--- src/rtl/acc_shift_pkg.sv ---
package acc_shift_pkg;

  // Operation codes carried in instruction bits [5:4]
  typedef enum logic [1:0] {
    OP_SHL = 2'b00,
    OP_SHR = 2'b01,
    OP_ROL = 2'b10,
    OP_ROR = 2'b11
  } shift_op_e;

  typedef struct packed {
    logic rotate;
    logic right;
  } shift_ctl_t;

  function automatic shift_ctl_t op_to_ctl(input shift_op_e op);
    shift_ctl_t c;
    c.rotate = (op == OP_ROL) || (op == OP_ROR);
    c.right  = (op == OP_SHR) || (op == OP_ROR);
    return c;
  endfunction

endpackage

--- src/rtl/acc_shift_decode.sv ---
module acc_shift_decode
  import acc_shift_pkg::*;
#(
  parameter int INSTR_W = 16,
  parameter int X_W     = 16,
  parameter int CNT_W   = 4
) (
  input  logic [INSTR_W-1:0] instr,
  input  logic [X_W-1:0]     x_val,
  output shift_ctl_t         ctl,
  output logic [CNT_W-1:0]   amount
);

  localparam int OP_LSB  = CNT_W;
  localparam int SRC_BIT = CNT_W + 2;

  shift_op_e op;
  logic      from_x;

  always_comb begin
    op     = shift_op_e'(instr[OP_LSB +: 2]);
    from_x = instr[SRC_BIT];
    ctl    = op_to_ctl(op);
    if (from_x) begin
      amount = x_val[CNT_W-1:0];
    end else begin
      amount = instr[CNT_W-1:0];
    end
  end

  logic unused_bits;
  assign unused_bits = ^{instr[INSTR_W-1:SRC_BIT+1], x_val[X_W-1:CNT_W]};

endmodule

--- src/rtl/acc_shift_core.sv ---
module acc_shift_core #(
  parameter int DATA_W = 16,
  parameter int CNT_W  = $clog2(DATA_W)
) (
  input  logic [DATA_W-1:0] data_in,
  input  logic              carry_in,
  input  logic [CNT_W-1:0]  amount,
  input  logic              rotate,
  input  logic              right,
  output logic [DATA_W-1:0] data_out,
  output logic              carry_out
);

  // Each stage holds {carry slot, data}; right operations run on reversed data
  logic [DATA_W:0] stage [CNT_W+1];

  function automatic logic [DATA_W-1:0] flip(input logic [DATA_W-1:0] v);
    logic [DATA_W-1:0] r;
    for (int i = 0; i < DATA_W; i++) begin
      r[i] = v[DATA_W-1-i];
    end
    return r;
  endfunction

  assign stage[0] = {carry_in, right ? flip(data_in) : data_in};

  for (genvar k = 0; k < CNT_W; k++) begin : g_stage
    localparam int SH = 1 << k;
    logic [DATA_W:0] nxt;
    always_comb begin
      if (!amount[k]) begin
        nxt = stage[k];
      end else if (rotate) begin
        nxt = {stage[k][DATA_W],
               stage[k][DATA_W-1-SH:0],
               stage[k][DATA_W-1 -: SH]};
      end else begin
        nxt = {stage[k][DATA_W-SH:0], {SH{1'b0}}};
      end
    end
    assign stage[k+1] = nxt;
  end

  always_comb begin
    carry_out = stage[CNT_W][DATA_W];
    if (right) begin
      data_out = flip(stage[CNT_W][DATA_W-1:0]);
    end else begin
      data_out = stage[CNT_W][DATA_W-1:0];
    end
  end

endmodule

--- src/rtl/acc_shift_flags.sv ---
module acc_shift_flags #(
  parameter int DATA_W = 16
) (
  input  logic [DATA_W-1:0] value,
  output logic              neg,
  output logic              zero
);

  always_comb begin
    neg  = value[DATA_W-1];
    zero = ~|value;
  end

endmodule

--- src/rtl/acc_shift_unit.sv ---
module acc_shift_unit
  import acc_shift_pkg::*;
#(
  parameter int DATA_W  = 16,
  parameter int INSTR_W = 16,
  parameter int CNT_W   = $clog2(DATA_W)
) (
  input  logic              clk,
  input  logic              rst_n,
  input  logic              issue_en,
  input  logic [INSTR_W-1:0] instr_word,
  input  logic [DATA_W-1:0] x_reg,
  input  logic [DATA_W-1:0] acc_in,
  input  logic              carry_in,
  output logic [DATA_W-1:0] result,
  output logic              flag_n,
  output logic              flag_z,
  output logic              flag_c
);

  // Reset synchronizer: assert asynchronously, release on the clock
  logic [1:0] rst_sync;
  logic       rst_core_n;

  always_ff @(posedge clk or negedge rst_n) begin
    if (!rst_n) begin
      rst_sync <= 2'b00;
    end else begin
      rst_sync <= {rst_sync[0], 1'b1};
    end
  end
  assign rst_core_n = rst_sync[1];

  shift_ctl_t        ctl;
  logic [CNT_W-1:0]  amount;
  logic [DATA_W-1:0] shifted;
  logic              carry_calc;
  logic              n_calc;
  logic              z_calc;

  acc_shift_decode #(
    .INSTR_W (INSTR_W),
    .X_W     (DATA_W),
    .CNT_W   (CNT_W)
  ) u_decode (
    .instr  (instr_word),
    .x_val  (x_reg),
    .ctl    (ctl),
    .amount (amount)
  );

  acc_shift_core #(
    .DATA_W (DATA_W),
    .CNT_W  (CNT_W)
  ) u_core (
    .data_in   (acc_in),
    .carry_in  (carry_in),
    .amount    (amount),
    .rotate    (ctl.rotate),
    .right     (ctl.right),
    .data_out  (shifted),
    .carry_out (carry_calc)
  );

  acc_shift_flags #(
    .DATA_W (DATA_W)
  ) u_flags (
    .value (shifted),
    .neg   (n_calc),
    .zero  (z_calc)
  );

  // Next-state logic with written-out clock enable
  logic [DATA_W-1:0] result_d;
  logic              n_d, z_d, c_d;

  always_comb begin
    result_d = result;
    n_d      = flag_n;
    z_d      = flag_z;
    c_d      = flag_c;
    if (issue_en) begin
      result_d = shifted;
      n_d      = n_calc;
      z_d      = z_calc;
      c_d      = carry_calc;
    end
  end

  always_ff @(posedge clk or negedge rst_core_n) begin
    if (!rst_core_n) begin
      result <= '0;
      flag_n <= 1'b0;
      flag_z <= 1'b0;
      flag_c <= 1'b0;
    end else begin
      result <= result_d;
      flag_n <= n_d;
      flag_z <= z_d;
      flag_c <= c_d;
    end
  end

  // Checker arming: set one edge after reset release so $past never sees reset-time values
  logic chk_armed;
  always_ff @(posedge clk or negedge rst_core_n) begin
    if (!rst_core_n) begin
      chk_armed <= 1'b0;
    end else begin
      chk_armed <= 1'b1;
    end
  end

  assert_zero_amount_identity_R6: assert property (@(posedge clk) disable iff (!rst_core_n)
    (chk_armed && $past(issue_en) && ($past(amount) == '0))
      |-> (result == $past(acc_in)) && (flag_c == $past(carry_in)));

  assert_rotate_keeps_carry_R4: assert property (@(posedge clk) disable iff (!rst_core_n)
    (chk_armed && $past(issue_en) && $past(ctl.rotate))
      |-> (flag_c == $past(carry_in)) && ($countones(result) == $countones($past(acc_in))));

  assert_left_shift_zero_fill_R2: assert property (@(posedge clk) disable iff (!rst_core_n)
    (chk_armed && $past(issue_en) && !$past(ctl.rotate) && !$past(ctl.right) && ($past(amount) != '0))
      |-> (result[0] == 1'b0));

  assert_right_shift_zero_fill_R3: assert property (@(posedge clk) disable iff (!rst_core_n)
    (chk_armed && $past(issue_en) && !$past(ctl.rotate) && $past(ctl.right) && ($past(amount) != '0))
      |-> (result[DATA_W-1] == 1'b0));

  assert_hold_when_idle_R9: assert property (@(posedge clk) disable iff (!rst_core_n)
    (chk_armed && !$past(issue_en))
      |-> $stable(result) && $stable(flag_n) && $stable(flag_z) && $stable(flag_c));

  assert_sign_flag_R8: assert property (@(posedge clk) disable iff (!rst_core_n)
    (chk_armed && $past(issue_en)) |-> (flag_n == result[DATA_W-1]) && (flag_z == (result == '0)));

endmodule

--- config.mk ---
export PLATFORM = sky130hd
export DESIGN_NAME = acc_shift_unit
export DESIGN_NICKNAME = d
export VERILOG_FILES = /design/src/rtl/acc_shift_pkg.sv /design/src/rtl/acc_shift_decode.sv /design/src/rtl/acc_shift_core.sv /design/src/rtl/acc_shift_flags.sv /design/src/rtl/acc_shift_unit.sv
export SDC_FILE = /design/constraint.sdc
export NUM_CORES = 1
export LEC_CHECK = 0
export ABC_AREA = 1
export CORE_MARGIN = 1.5
export CORE_UTILIZATION = 50
export CTS_BUF_LIST = sky130_fd_sc_hd__clkbuf_8
export CTS_CLUSTER_DIAMETER = 50
export CTS_CLUSTER_SIZE = 20
export DETAILED_ROUTE_END_ITERATION = 12
export DONT_BUFFER_PORTS = 1
export SETUP_SLACK_MARGIN = 0.05
export SYNTH_ARGS = -nofsm -noshare
export SYNTH_HDL_FRONTEND = slang
export SYNTH_SLANG_ARGS = --single-unit
--- constraint.sdc ---
create_clock -name clk -period 0.8 [get_ports clk]
set_input_delay 0.08 -clock clk [delete_from_list [all_inputs] [get_ports clk]]
set_output_delay 0.08 -clock clk [all_outputs]
set_load 0.005 [all_outputs]
# After elaboration in Yosys (flattened, before gate mapping)
# Index checks and enable logic that the tools add are counted.
# classes
mux,11
n_reduce_logical,4
n_eq_ne,3
# op_table
cell,n
$mux W17,8
$mux W16,2
$reduce_or A16 Y1,1
$eq A2 B2 Y1 const B,2
$mux W4,1
$eq A2 B1 Y1 const B,1
$logic_or A1 B1 Y1,2
$logic_not A1 Y1,1
# totals
out_inout_bits,19
inputBits,52
regBits,21
wordCells,23

# Logic depth before layout (Yosys ltp)
# logic_depth
word_depth,14
mapped_depth,20
depth_no_buf,18

# By module
# From an unflattened synthesis, not the netlist that was laid out.
# unflattened
hier_cells,408
hier_area_um2,2203.4
# modules_own_cells
mod,cells_each,seq_area_each_um2,instances,area_per_inst_um2
acc_shift_core,282,0.0,1,1243.7
acc_shift_unit,83,525.5,1,792.0
acc_shift_flags,28,0.0,1,111.4
acc_shift_decode,15,0.0,1,56.3

# Least setup slack after synthesis
# OpenSTA, ideal clock, no wires.
# synth_path
path_kind,input to register
startpoint,in instr_word[6]
endpoint,reg flag_z
t_arrival_ns,1.378
n_path_buf,2
path_stages,15
slack_ns,-0.644
setup_time_ns,0.066
required_ns,0.734
path_cell_list,buf_6 -> nor2_1 -> nor2_4 -> buf_4 -> nand3_1 -> nand2_1 -> nand2_1 -> nand3_1 -> nand3_1 -> nand2_1 -> nor2_1 -> nand2_1 -> nor2_1 -> nand2_1 -> nand2_1
# synth_via
elab_chain_cells,11
# synth_rtl
element,line_no,source
start: declaration,acc_shift_unit.sv:11,"input logic [INSTR_W-1:0] instr_word,"
$mux W4 (*),acc_shift_decode.sv:24,if (from_x) begin
$mux W17,acc_shift_core.sv:31,if (!amount[k]) begin
$mux W17,acc_shift_core.sv:33,end else if (rotate) begin
$mux W17,acc_shift_core.sv:31,
$mux W17,acc_shift_core.sv:33,
$mux W17,acc_shift_core.sv:31,
$mux W17,acc_shift_core.sv:33,
$mux W17 (*),acc_shift_core.sv:31,
$mux W16 (*),acc_shift_core.sv:46,if (right) begin
$reduce_or A16 Y1 (*),acc_shift_flags.sv:11,zero = ~|value;
$logic_not A1 Y1 (*),acc_shift_flags.sv:11,
end signal: assignment,acc_shift_unit.sv:99,flag_z <= z_d;
end: declaration,acc_shift_unit.sv:17,"output logic flag_z,"
# Mark *: on every way between the ends. The rest lies on a longest branch, timed or not.
# A chain may end at the register's enable or synchronous reset.

# Worst setup path after layout
# layout_path
startpoint,in instr_word[1]
endpoint,reg flag_z
# layout_via
elab_chain_cells,9
# layout_rtl
element,line_no
$mux W4 (*),acc_shift_decode.sv:24
$mux W17 (*),acc_shift_core.sv:31
$mux W17,acc_shift_core.sv:33
$mux W17 (*),acc_shift_core.sv:31
$mux W17,acc_shift_core.sv:33
$mux W17 (*),acc_shift_core.sv:31
$mux W16 (*),acc_shift_core.sv:46
$reduce_or A16 Y1 (*),acc_shift_flags.sv:11
$logic_not A1 Y1 (*),acc_shift_flags.sv:11
# Marks and branches as above.

==> results.json <==
{
  "outcome": "finished with violations",
  "violations": "negative setup slack",
  "total_power_mw": 4.663,
  "p_comb_share_pct": 51.3,
  "drtPass1Iterations": 5,
  "cts_made_buffers": 3,
  "h-tree-depth": 1,
  "skew_ns": 0.002436,
  "switching_share_pct": 39.49,
  "finalNonFillerCells": 538,
  "sequentialPowerShare_pct": 26.9,
  "cp-end-kind": "flip-flop",
  "vias": 2981,
  "grtUsageMet1_pct": 37.94,
  "detail-route-antenna-nets": 0,
  "cp_cell_sequence": "clkinvlp_4 -> nor2_4 -> nor2_4 -> buf_12 -> buf_16 -> nand3_4 -> nand2_1 -> nand2_1 -> nand3_2 -> nand3_2 -> nand2_1 -> nor2_2 -> nand2_1 -> nor2_1 -> nand2_1 -> nand2_1",
  "die_area_sq_um": 5347,
  "ys_ff_latch": 20,
  "arrival_ns": 1.48,
  "met2_usage_pct": 50.51,
  "viasPerCell": 5.541,
  "clkLatencyLatePin_ns": 0.26,
  "io_buffer_count": 0,
  "syn-instance-count": 444,
  "worst_path_max_delay_cell": "buf_16",
  "p_leak_nw": 1.751,
  "min-delay-path-class": "in -> reg",
  "syn_area_per_cell_sq_um": 5.537,
  "ios": 71,
  "seqCellArea_sq_um": 500.5,
  "routed_wl_microns": 7743,
  "synthArstFlopShare_pct": 100.0,
  "grt_pass1_wl_microns": 12340,
  "ys.flop_type": "dfrtp_1",
  "fillCellCount": 420,
  "tritoncts": "done",
  "hold_viol_final": 0,
  "grt_max_degree": 45,
  "criticalPathCategory": "in -> reg",
  "core_sq_um": 4723,
  "dp.cells": 525,
  "initialDrtViolationCount": 389,
  "cp_common_cell": "nand2_1",
  "rsz0062_at_grt": "yes",
  "final.period_utilization_pct": 158.9,
  "max_stage_delay_ns": 0.14,
  "die_x_microns": 73.12,
  "worst_slack_ns": -0.4714,
  "yosysUniqueCellTypes": 28,
  "grt_util_all_layers_pct": 28.83,
  "drv_slew": 0,
  "synth_seq_area_share_pct": 20.36,
  "cp_max_fo": 5,
  "irDropWorstVdd_mv": 1.085,
  "powerDensity_nw_per_um2": 1376,
  "grtUsageMet3_pct": 4.282,
  "ys.warnings.count": 0,
  "final_nets": 524,
  "remaining_drc_errors": 0,
  "die_h_microns": 73.12,
  "clock-sinks": 20,
  "cts.clk_slew.worst_paths_ns": 0.08,
  "synth_fp_nets": 496,
  "setup_violations": 22,
  "gp_congestion": 0.9552,
  "fin_crit_ns": 1.271,
  "grt_pass1_vias": 2828,
  "cts_root_buffer": "clkbuf_8",
  "multiInputGateArea_sq_um": 2123,
  "overflow": 0,
  "antennaDiodeCount": 0,
  "cts_buffer_depth": 2,
  "place_ws_ns": -0.7556,
  "grt_most_used_layer": "met2",
  "crit_path_start_kind": "input pin",
  "drive_above_1_share_pct": 33.33,
  "synthesis.area_sq_um": 2459,
  "dp_hpwl_microns": 5371,
  "fmax_mhz": 786.5,
  "area_delta_synth_final_pct": 37.86,
  "clockPowerShare_pct": 21.8,
  "rows": 25,
  "start_util_pct": 52.05,
  "synth-edff-count": 0,
  "p_int_mw": 2.822,
  "required_ns": 1.01,
  "antenna_found_initial": 0,
  "p_switching_mw": 1.841,
  "drv_cap": 0,
  "wl_per_cell_microns": 14.39
}
-- critical path, delay by kind of cell --
| family | cells | cell delay, ns |
|---|---|---|
| buf+inv | 3 | 0.37 |
| simple gates | 13 | 1.03 |
-- cell type report --
class                           count  share of cell area, %
Tap cell                           67                  2.473
Timing Repair Buffer               44                  13.84
Clock buffer                        3                  1.218
Inverter                           29                  4.171
Clock inverter                      1                 0.8859
Multi-Input combinational cell    374                  62.64
Sequential cell                    20                  14.77
-- cell usage after synthesis, types with 3 or more instances --
library cell | count | area [sq um]
inv_2 | 4 | 15.01
nand2_4 | 6 | 67.56
nor2_1 | 20 | 75.07
o21ai_4 | 3 | 48.80
inv_1 | 24 | 90.09
dfrtp_1 | 20 | 500.5
o21ai_0 | 18 | 90.09
a31oi_1 | 4 | 25.02
nand3_1 | 97 | 485.5
buf_2 | 6 | 30.03
nand2_2 | 3 | 18.77
buf_6 | 5 | 56.30
nand2_1 | 210 | 788.3
buf_4 | 7 | 52.55
clkbuf_1 | 4 | 15.01
-- metal layers --
| metal | part of all wire (%) | vias up |
|---|---|---|
| met1 | 44 | 1344 |
| met2 | 47 | 145 |
| met5 | 0 | - |
| li1 | - | 1482 |
| met3 | 7.5 | 10 |
| met4 | 1.1 | 0 |
-- path summary, 6_finish.rpt --
kind,from,to,slack [ns],cells after the start
worst max-delay path,instr_word[1],flag_z$_DFFE_PN0P_,-0.47,16
worst min-delay path,instr_word[4],result[0]$_DFFE_PN0P_,0.02,2
worst max register to register,result[15]$_DFFE_PN0P_,result[15]$_DFFE_PN0P_,0.05,3
worst min register to register,rst_sync[1]$_DFF_PN0_,result[14]$_DFFE_PN0P_,0.20,1
max in group asynchronous,rst_sync[1]$_DFF_PN0_,result[6]$_DFFE_PN0P_,0.40,1
min in group asynchronous,rst_n,rst_sync[1]$_DFF_PN0_,0.04,1
-- registers in the layout (all words and copies together), names as in the netlist --
register / cells
result: 16
rst_sync: 2
flag_z: 1
flag_c: 1
-- cells by family (layout without fill, tap and decap cells) --
kind of cell / count (synthesis) / count (layout) / synth area share, %
AOI/OAI and AO/OA: 29 / 29 / 7.990
buffers and inverters: 52 / 77 / 11.04
DFF: 20 / 20 / 20.36
muxes: 1 / 1 / 0.4580
other: 1 / 1 / 0.1525
and+or+nand+nor: 341 / 343 / 60.00
-- cell usage in the layout (no fill, tap or decap) --
master         netlist  routed
clkinv_8             0       1
or2_1                1       1
a31oi_1              4       4
buf_16               0       2
a21o_1               1       1
o21ai_2              1       3
dlygate4sd3_1        0       2
inv_4                0       2
mux2_2               1       1
nand3_4              0       6
nor2_2               1       5
inv_2                4       1
nand3_2              1      37
a31o_2               1       1
inv_8                0       1
bufinv_16            0       1
o21ai_1              0      13
buf_4                7      29
nand2_1            210     177
nand4_1              1       1
buf_6                5       5
o21ai_4              3       3
o21ai_0             18       3
clkbuf_8             0       3
nand3_1             97      55
buf_12               0       6
a22oi_1              1       1
nor2_1              20      13
clkinvlp_4           0       2
nand2_2              3      34
dfrtp_1             20      20
nand2_8              0       3
nor2_4               1       4
inv_1               24      22
conb_1               1       1
nand2_4              6       7
-- repair_timing --
| action | 4_1_cts | 5_1_grt |
|---|---|---|
| endpoints found under the setup margin | 25 | 35 |
| setup buffers | 1 | 2 |
| gates cloned | 2 | 2 |
| hold buffers | 2 | 0 |
| endpoints found under the hold margin | 9 | 0 |
| resized for setup | 79 | 29 |
| pin swaps | 29 | 5 |
-- through the flow --
stage / TNS [ns] / utilization, % / instance area [sq um] / hold slack, ns
after floorplan: -8.002 / - / 2550 / -0.2156
after global placement: -11.41 / 58.81 / 2778 / -0.2156
after detailed placement: -11.72 / 58.81 / 2778 / -0.2156
after CTS: -5.954 / 68.69 / 3244 / 0.01049
after global routing: -8.113 / 71.76 / 3390 / 0.01960
final: -6.362 / 71.76 / 3390 / 0.02478
-- power by group through the flow --
stage,combinational (mW),clock (mW),sequential (mW)
final,2.39,1.02,1.26
after global routing,2.62,1.05,1.27
after CTS,2.20,1.02,1.26
after detailed placement,1.84,0,1.27
after global placement,1.83,0,1.27
after floorplan,1.36,0,1.27
Note: power is estimated with default switching activity, not from simulation.
